`src/rtl/chd_pkg.sv`:
```
package chd_pkg;
  localparam int AC_W = 7;

  typedef enum logic { RAM_DISP = 1'b0, RAM_GLYPH = 1'b1 } ram_sel_e;

  typedef enum logic [2:0] {
    OP_NONE, OP_SET_DISP, OP_SET_GLYPH, OP_WIDTH, OP_ENTRY
  } op_e;

  // Instruction classes, decided by the highest set bit.
  function automatic op_e decode_op(input logic [7:0] c);
    if (c[7])                  return OP_SET_DISP;
    if (c[6])                  return OP_SET_GLYPH;
    if (c[5])                  return OP_WIDTH;
    if (c[4] || c[3])          return OP_NONE;
    if (c[2])                  return OP_ENTRY;
    return OP_NONE;
  endfunction

  // Step the address counter by one within the selected array, with wrap.
  function automatic logic [AC_W-1:0] ac_next(input logic [AC_W-1:0] ac,
                                              input logic up,
                                              input ram_sel_e sel,
                                              input int disp_n,
                                              input int glyph_n);
    int lim;
    int a;
    lim = (sel == RAM_DISP) ? disp_n : glyph_n;
    a   = int'(ac);
    if (up) a = (a + 1 >= lim) ? 0 : a + 1;
    else    a = (a == 0) ? lim - 1 : a - 1;
    return AC_W'(a);
  endfunction

  // Bring a requested display address into range.
  function automatic logic [AC_W-1:0] fold_disp(input logic [AC_W-1:0] a,
                                                input int disp_n);
    int v;
    v = int'(a);
    if (v >= disp_n) v = v - disp_n;
    return AC_W'(v);
  endfunction
endpackage

```
`src/rtl/chd_strobe.sv`:
```
module chd_strobe (
  input  logic       clk,
  input  logic       rst_n,
  input  logic       en,
  input  logic       rs,
  input  logic       rw,
  input  logic [7:0] din,
  output logic       fall,
  output logic       cap_rs,
  output logic       cap_rw,
  output logic [7:0] cap_din
);
  logic en_q;

  always_ff @(posedge clk) begin
    if (!rst_n) begin
      en_q    <= 1'b0;
      cap_rs  <= 1'b0;
      cap_rw  <= 1'b0;
      cap_din <= 8'h00;
    end else begin
      en_q <= en;
      if (en) begin
        cap_rs  <= rs;
        cap_rw  <= rw;
        cap_din <= din;
      end
    end
  end

  assign fall = en_q & ~en;
endmodule

```
`src/rtl/chd_nibble.sv`:
```
module chd_nibble (
  input  logic       clk,
  input  logic       rst_n,
  input  logic       fall,
  input  logic       rs,
  input  logic       rw,
  input  logic [7:0] din,
  input  logic       mode4,
  input  logic       busy,
  input  logic       half_clr,
  output logic       xfer_vld,
  output logic       xfer_rs,
  output logic       xfer_rw,
  output logic [7:0] xfer_byte,
  output logic       half
);
  logic [3:0] hi_q;
  logic       half_q;
  logic       drop;
  logic       take;

  // A write strobe while busy is lost entirely, nibble position included.
  assign drop      = fall & ~rw & busy;
  assign take      = fall & ~drop;
  assign xfer_vld  = take & (~mode4 | half_q);
  assign xfer_rs   = rs;
  assign xfer_rw   = rw;
  assign xfer_byte = mode4 ? {hi_q, din[7:4]} : din;
  assign half      = half_q;

  always_ff @(posedge clk) begin
    if (!rst_n) begin
      half_q <= 1'b0;
      hi_q   <= 4'h0;
    end else if (half_clr) begin
      half_q <= 1'b0;
    end else if (take && mode4) begin
      half_q <= ~half_q;
      if (!half_q) hi_q <= din[7:4];
    end
  end

  AST_HALF_ZERO_8BIT: assert property (@(posedge clk) disable iff (!rst_n)
    !mode4 |-> !half_q);
endmodule

```
`src/rtl/chd_regs.sv`:
```
module chd_regs import chd_pkg::*; #(
  parameter int DISP_DEPTH  = 80,
  parameter int GLYPH_DEPTH = 64,
  parameter int BUSY_CYCLES = 8
) (
  input  logic            clk,
  input  logic            rst_n,
  input  logic            xfer_vld,
  input  logic            xfer_rs,
  input  logic            xfer_rw,
  input  logic [7:0]      xfer_byte,
  output logic            busy,
  output logic [AC_W-1:0] ac,
  output logic [7:0]      dr,
  output logic            mode4,
  output logic            width_evt
);
  localparam int DAW = $clog2(DISP_DEPTH);
  localparam int GAW = $clog2(GLYPH_DEPTH);
  localparam int CW  = $clog2(BUSY_CYCLES + 1);

  logic [7:0]      disp_mem  [DISP_DEPTH];
  logic [7:0]      glyph_mem [GLYPH_DEPTH];
  ram_sel_e        sel_q;
  logic            up_q;
  logic [AC_W-1:0] ac_q;
  logic [7:0]      dr_q;
  logic            mode4_q;
  logic [CW-1:0]   busy_cnt;

  op_e             op;
  logic            ir_wr, dr_wr, dr_rd, accepted;
  logic [AC_W-1:0] ac_step, set_ac, fetch_ac;
  ram_sel_e        set_sel, fetch_sel;
  logic [7:0]      fetch_byte;

  assign busy     = (busy_cnt != '0);
  assign op       = decode_op(xfer_byte);
  assign ir_wr    = xfer_vld & ~xfer_rs & ~xfer_rw;
  assign dr_wr    = xfer_vld &  xfer_rs & ~xfer_rw;
  assign dr_rd    = xfer_vld &  xfer_rs &  xfer_rw & ~busy;
  assign accepted = ir_wr | dr_wr | dr_rd;
  assign width_evt = ir_wr && (op == OP_WIDTH);
  assign ac_step  = ac_next(ac_q, up_q, sel_q, DISP_DEPTH, GLYPH_DEPTH);

  always_comb begin
    set_sel   = (op == OP_SET_DISP) ? RAM_DISP : RAM_GLYPH;
    set_ac    = (op == OP_SET_DISP) ? fold_disp(xfer_byte[AC_W-1:0], DISP_DEPTH)
                                    : {1'b0, xfer_byte[5:0]};
    fetch_sel = dr_rd ? sel_q : set_sel;
    fetch_ac  = dr_rd ? ac_step : set_ac;
    fetch_byte = (fetch_sel == RAM_DISP) ? disp_mem[fetch_ac[DAW-1:0]]
                                         : glyph_mem[fetch_ac[GAW-1:0]];
  end

  always_ff @(posedge clk) begin
    if (dr_wr) begin
      if (sel_q == RAM_DISP) disp_mem[ac_q[DAW-1:0]]  <= xfer_byte;
      else                   glyph_mem[ac_q[GAW-1:0]] <= xfer_byte;
    end
  end

  always_ff @(posedge clk) begin
    if (!rst_n) begin
      sel_q    <= RAM_DISP;
      up_q     <= 1'b1;
      ac_q     <= '0;
      dr_q     <= 8'h00;
      mode4_q  <= 1'b0;
      busy_cnt <= '0;
    end else begin
      if (busy) busy_cnt <= busy_cnt - CW'(1);
      if (accepted) busy_cnt <= CW'(BUSY_CYCLES);
      if (dr_wr) begin
        dr_q <= xfer_byte;
        ac_q <= ac_step;
      end
      if (dr_rd) begin
        dr_q <= fetch_byte;
        ac_q <= ac_step;
      end
      if (ir_wr) begin
        case (op)
          OP_SET_DISP, OP_SET_GLYPH: begin
            sel_q <= set_sel;
            ac_q  <= set_ac;
            dr_q  <= fetch_byte;
          end
          OP_WIDTH: mode4_q <= ~xfer_byte[4];
          OP_ENTRY: up_q    <= xfer_byte[1];
          default: ;
        endcase
      end
    end
  end

  assign ac    = ac_q;
  assign dr    = dr_q;
  assign mode4 = mode4_q;

  AST_NO_WRITE_WHILE_BUSY: assert property (@(posedge clk) disable iff (!rst_n)
    (xfer_vld && !xfer_rw) |-> !busy);
  AST_BUSY_AFTER_OP: assert property (@(posedge clk) disable iff (!rst_n)
    accepted |=> busy);
  AST_AC_MOVES: assert property (@(posedge clk) disable iff (!rst_n)
    (dr_wr || dr_rd) |=> (ac_q != $past(ac_q)));
  AST_DISP_AC_RANGE: assert property (@(posedge clk) disable iff (!rst_n)
    (sel_q == RAM_DISP) |-> (int'(ac_q) < DISP_DEPTH));
  AST_GLYPH_AC_RANGE: assert property (@(posedge clk) disable iff (!rst_n)
    (sel_q == RAM_GLYPH) |-> (int'(ac_q) < GLYPH_DEPTH));
endmodule

```
`src/rtl/chd_host_if.sv`:
```
module chd_host_if import chd_pkg::*; #(
  parameter int DISP_DEPTH  = 80,
  parameter int GLYPH_DEPTH = 64,
  parameter int BUSY_CYCLES = 8
) (
  input  logic       clk,
  input  logic       rst_n,
  input  logic       en,
  input  logic       rs,
  input  logic       rw,
  input  logic [7:0] db_i,
  output logic [7:0] db_o,
  output logic       db_oe
);
  logic            fall, cap_rs, cap_rw;
  logic [7:0]      cap_din;
  logic            xfer_vld, xfer_rs, xfer_rw;
  logic [7:0]      xfer_byte;
  logic            half, busy, mode4, width_evt;
  logic [AC_W-1:0] ac;
  logic [7:0]      dr;
  logic [7:0]      rd_byte;

  chd_strobe u_strobe (
    .clk(clk), .rst_n(rst_n), .en(en), .rs(rs), .rw(rw), .din(db_i),
    .fall(fall), .cap_rs(cap_rs), .cap_rw(cap_rw), .cap_din(cap_din)
  );

  chd_nibble u_nibble (
    .clk(clk), .rst_n(rst_n), .fall(fall), .rs(cap_rs), .rw(cap_rw),
    .din(cap_din), .mode4(mode4), .busy(busy), .half_clr(width_evt),
    .xfer_vld(xfer_vld), .xfer_rs(xfer_rs), .xfer_rw(xfer_rw),
    .xfer_byte(xfer_byte), .half(half)
  );

  chd_regs #(
    .DISP_DEPTH(DISP_DEPTH), .GLYPH_DEPTH(GLYPH_DEPTH), .BUSY_CYCLES(BUSY_CYCLES)
  ) u_regs (
    .clk(clk), .rst_n(rst_n), .xfer_vld(xfer_vld), .xfer_rs(xfer_rs),
    .xfer_rw(xfer_rw), .xfer_byte(xfer_byte), .busy(busy), .ac(ac), .dr(dr),
    .mode4(mode4), .width_evt(width_evt)
  );

  // Status reads never expose the instruction path.
  assign rd_byte = rs ? dr : {busy, ac};
  assign db_oe   = en & rw;

  always_comb begin
    if (!db_oe)     db_o = 8'h00;
    else if (!mode4) db_o = rd_byte;
    else if (half)   db_o = {rd_byte[3:0], 4'h0};
    else             db_o = {rd_byte[7:4], 4'h0};
  end
endmodule

```
`config.mk`:
```
export PLATFORM = sky130hd
export DESIGN_NAME = chd_host_if
export DESIGN_NICKNAME = d
export VERILOG_FILES = /design/src/rtl/chd_pkg.sv /design/src/rtl/chd_strobe.sv /design/src/rtl/chd_nibble.sv /design/src/rtl/chd_regs.sv /design/src/rtl/chd_host_if.sv
export SDC_FILE = /design/constraint.sdc
export NUM_CORES = 2
export LEC_CHECK = 0
export BUFFER_PORTS_ARGS = -buffer_cell sky130_fd_sc_hd__buf_2
export CORE_MARGIN = 1.5
export CORE_UTILIZATION = 45
export CTS_BUF_LIST = sky130_fd_sc_hd__clkbuf_4
export CTS_CLUSTER_SIZE = 24
export DETAILED_ROUTE_END_ITERATION = 7
export HOLD_SLACK_MARGIN = 0.02
export PLACE_DENSITY = 0.6
export SETUP_SLACK_MARGIN = 0.4
export SLEW_MARGIN = 20
export SYNTH_ARGS = -nofsm -noshare
export SYNTH_HDL_FRONTEND = slang
export SYNTH_HIERARCHICAL = 1
export SYNTH_SLANG_ARGS = --single-unit
```
`constraint.sdc`:
```
create_clock -name clk -period 6.6 [get_ports clk]
set_input_delay 0.66 -clock clk [delete_from_list [all_inputs] [get_ports clk]]
set_output_delay 0.66 -clock clk [all_outputs]
set_load 0.05 [all_outputs]
```
==> results.yml <==
outcome:
  status: "completed"
final_layout:
  stdcell_count: 5629
  fin_nets: 4012
  area.growth.synth_to_final_pct: 12.1
  drive_gt1_share_pct: 16.3
  design_area_mm2: 0.0554
sta:
  maxSlewHeadroom_pct: 14.6
  hold_slack_ns: 0.467
  fin_ws_ns: 0.541
  min_period_ns: 6.06
  timing.final.crit_share_pct: 91.8
  finalSetupViolCount: 0
  grt_setup_unrepaired: "false"
  setup-tns-final_ns: 0
  fmax_ghz: 0.165
  slew_viol_final: 0
  worstMarginPinSlew_ns: 1.27
  clock-skew-final_ns: 0.106
  hold_viol: 0
synth:
  synth_seq_cells: 1190
  syn_area_mm2: 0.0494
  synth_edf_count: 1152
  synth_cell_type_count: 92
  synth-seq-area-share_pct: 71.5
  synth_most_common_cell: "edfxtp_1"
  yosys_warnings: 6
  synthTopCellsByArea: "edfxtp_1 (70%), nand2_1 (6.5%), mux2i_1 (3.7%), nand3_1 (2.9%), nor2_1 (1.7%)"
  synth_cells: 3745
  synth_fp_nets: 3765
  syn_avg_cell_area_um2: 13.2
  ys.flop_type: "edfxtp_1"
  yosys-top-cells-count: "edfxtp_1 (1152), nand2_1 (857), nand3_1 (282)"
  yosysTopAreaCell: "edfxtp_1"
  synthArstFlopShare_pct: 0
  synthDominantCellAreaShare_pct: 70.0
drt:
  top_layer: "met5"
  drt-met1-wl_um: 61000
  wire_per_inst_um: 27.0
  met2_length_um: 70700
  drtPass1Iterations: 8
  drc_errors: 0
  totalWireLength_um: 152000
  wl_met3_um: 13000
  via_count: 33600
  drt_iter0_drc: 3725
  viasPerCell: 5.97
  ant_nets: 0
hold_path:
  hold_start: "u_nibble/hi_q[1]"
  hold_class: "reg -> reg"
global_route:
  grt_pass1_wl_um: 220000
  antenna_found_initial: 3
  grt_pass1_vias: 32400
  grt_overflow: 0
  grt_usage_pct: 26.9
  grt_max_degree: 94
worst_setup_path:
  critPathLaunch: "u_regs/mode4"
  required_ns: 7.66
  cp-end-kind: "flop"
  worstPathCellList: "mux2_4 -> or4b_2 -> o21ai_0 -> a21oi_1 -> a22oi_2 -> nand3_1 -> a211oi_1 -> a21oi_1 -> or4b_1 -> o211ai_1"
  cpPeakStageDelay_ns: 0.84
  crit_type: "reg -> reg"
  crit_arrival_ns: 7.12
  timing.rr.start: "u_regs/mode4"
  path_max_fanout: 67
  cp-start-kind: "flop"
  path_common_cell: "a21oi_1"
  slowest_stage: "a22oi_2"
clock_network:
  postCtsSetupBuffers: 0
  cts_tree: "done"
  cts.sinks: 1190
  clk_pin_slew_worst_paths_ns: 0.07
  insertion_delay_ns: 1.23
  cts_buffers: 323
  clockRootBuffer: "clkbuf_4"
  cts_max_level: 5
  clockBufferDepth: 4
die:
  core_mm2: 0.109
  dieArea_mm2: 0.112
  fp.dieH_um: 334
  fp-row-count: 121
  num_io_pins: 22
  start_util_pct: 45.4
  die_w_um: 334
placement:
  dpl.hpwl_um: 94700
  place_area_mm2: 0.0512
  pre_cts_slack_ns: 0.885
  dp_cells: 5051
  place_congestion: 0.957
  io_buffers: 21
power_and_ir_drop:
  ir_worst_vdd_v: 0.000146
  p_leak_uw: 0.0194
  p_per_area_mw_per_mm2: 286
flow_run:
  drv_cap: 0
[placed cells by master (no fill, tap or decap), types with 21 or more instances in the layout]
cell type and instances:
buf_2 21, a211oi_1 26, nand2_1 857, a32oi_1 48, and3_1 41, nor3_1 41
a31oi_1 35, o22ai_1 22, a311oi_1 29, clkinv_1 54, nand3_1 282, buf_4 96
dfxtp_1 38, dlygate4sd3_1 30, edfxtp_1 1152, mux2i_1 183, nor2_1 213, a21oi_1 153
o211ai_1 28, a22oi_1 28, clkbuf_4 468, o21ai_0 37
[critical path: cells and delay by family, from the launching register on]
family / cells / cell delay [ns]
flip-flops: 1 / 0.80
AND/OR/NAND/NOR: 3 / 1.84
multiplexers: 1 / 0.64
AO/OA/AOI/OAI: 6 / 2.65
[metrics by stage]
| step | util (%) | power (µW) |
|---|---|---|
| floorplan | - | 9200 |
| global placement | 47.0 | 9640 |
| detailed placement | 47.0 | 9650 |
| CTS | 50.9 | 16000 |
| global route | 50.9 | 16400 |
| finish | 50.9 | 15800 |
[area by class of cell]
cell class / count / area, µm²
antenna: 6 / 15.0
clock buffer: 468 / 3510
clock inverter: 74 / 402
fill: 9406 / 53400
inverter: 22 / 82.6
multi-input combinational: 2290 / 12800
sequential: 1190 / 35400
tap: 1414 / 1770
timing repair buffer: 165 / 1490
[flip-flops by register name, indices dropped and copies added (netlist names), 4 cells and up]
| signal | flops |
|---|---|
| u_strobe/cap_din | 8 |
| u_regs/disp_mem | 640 |
| u_regs/dr | 8 |
| u_nibble/hi_q | 4 |
| u_regs/glyph_mem | 512 |
| u_regs/busy_cnt | 4 |
| u_regs/ac | 7 |
[path summary, 6_finish.rpt]
| kind | end | cells after the start | slack, ns |
|---|---|---|---|
| worst min-delay path | u_nibble/hi_q[1] | 2 | 0.47 |
| worst max-delay path | u_regs/dr[7] | 10 | 0.54 |
| worst min register to register | u_nibble/hi_q[1] | 2 | 0.47 |
| worst max register to register | u_regs/dr[7] | 10 | 0.54 |
[logic make-up after synthesis]
logic type | share of synthesized area [%]
flip-flops | 71.5
buffers and inverters | 2.85
AO/OA/AOI/OAI | 7.56
XOR/XNOR | 0.0886
adder cells (fa/ha/maj) | 0.177
multiplexers | 4.23
AND/OR/NAND/NOR | 13.6
[layer usage]
layer | vias to the layer above | global-route usage, %
met4 | 2 | 13.2
met2 | 1762 | 42.4
li1 | 14700 | -
met3 | 384 | 5.49
met1 | 16700 | 35.6
met5 | - | 0
[report_power, final]
group	total, µW	switching (µW)	internal, µW
registers	8340	28.2	8310
logic	1190	851	338
clock network	6320	2930	3390
[what timing repair did]
action | 4_1_cts | 5_1_grt
gates resized for setup | 0 | 1
setup endpoints to repair | 0 | 1
endpoints found under the hold margin | 20 | 0
hold buffers | 30 | 0
Power figures use the tool's default switching activity.
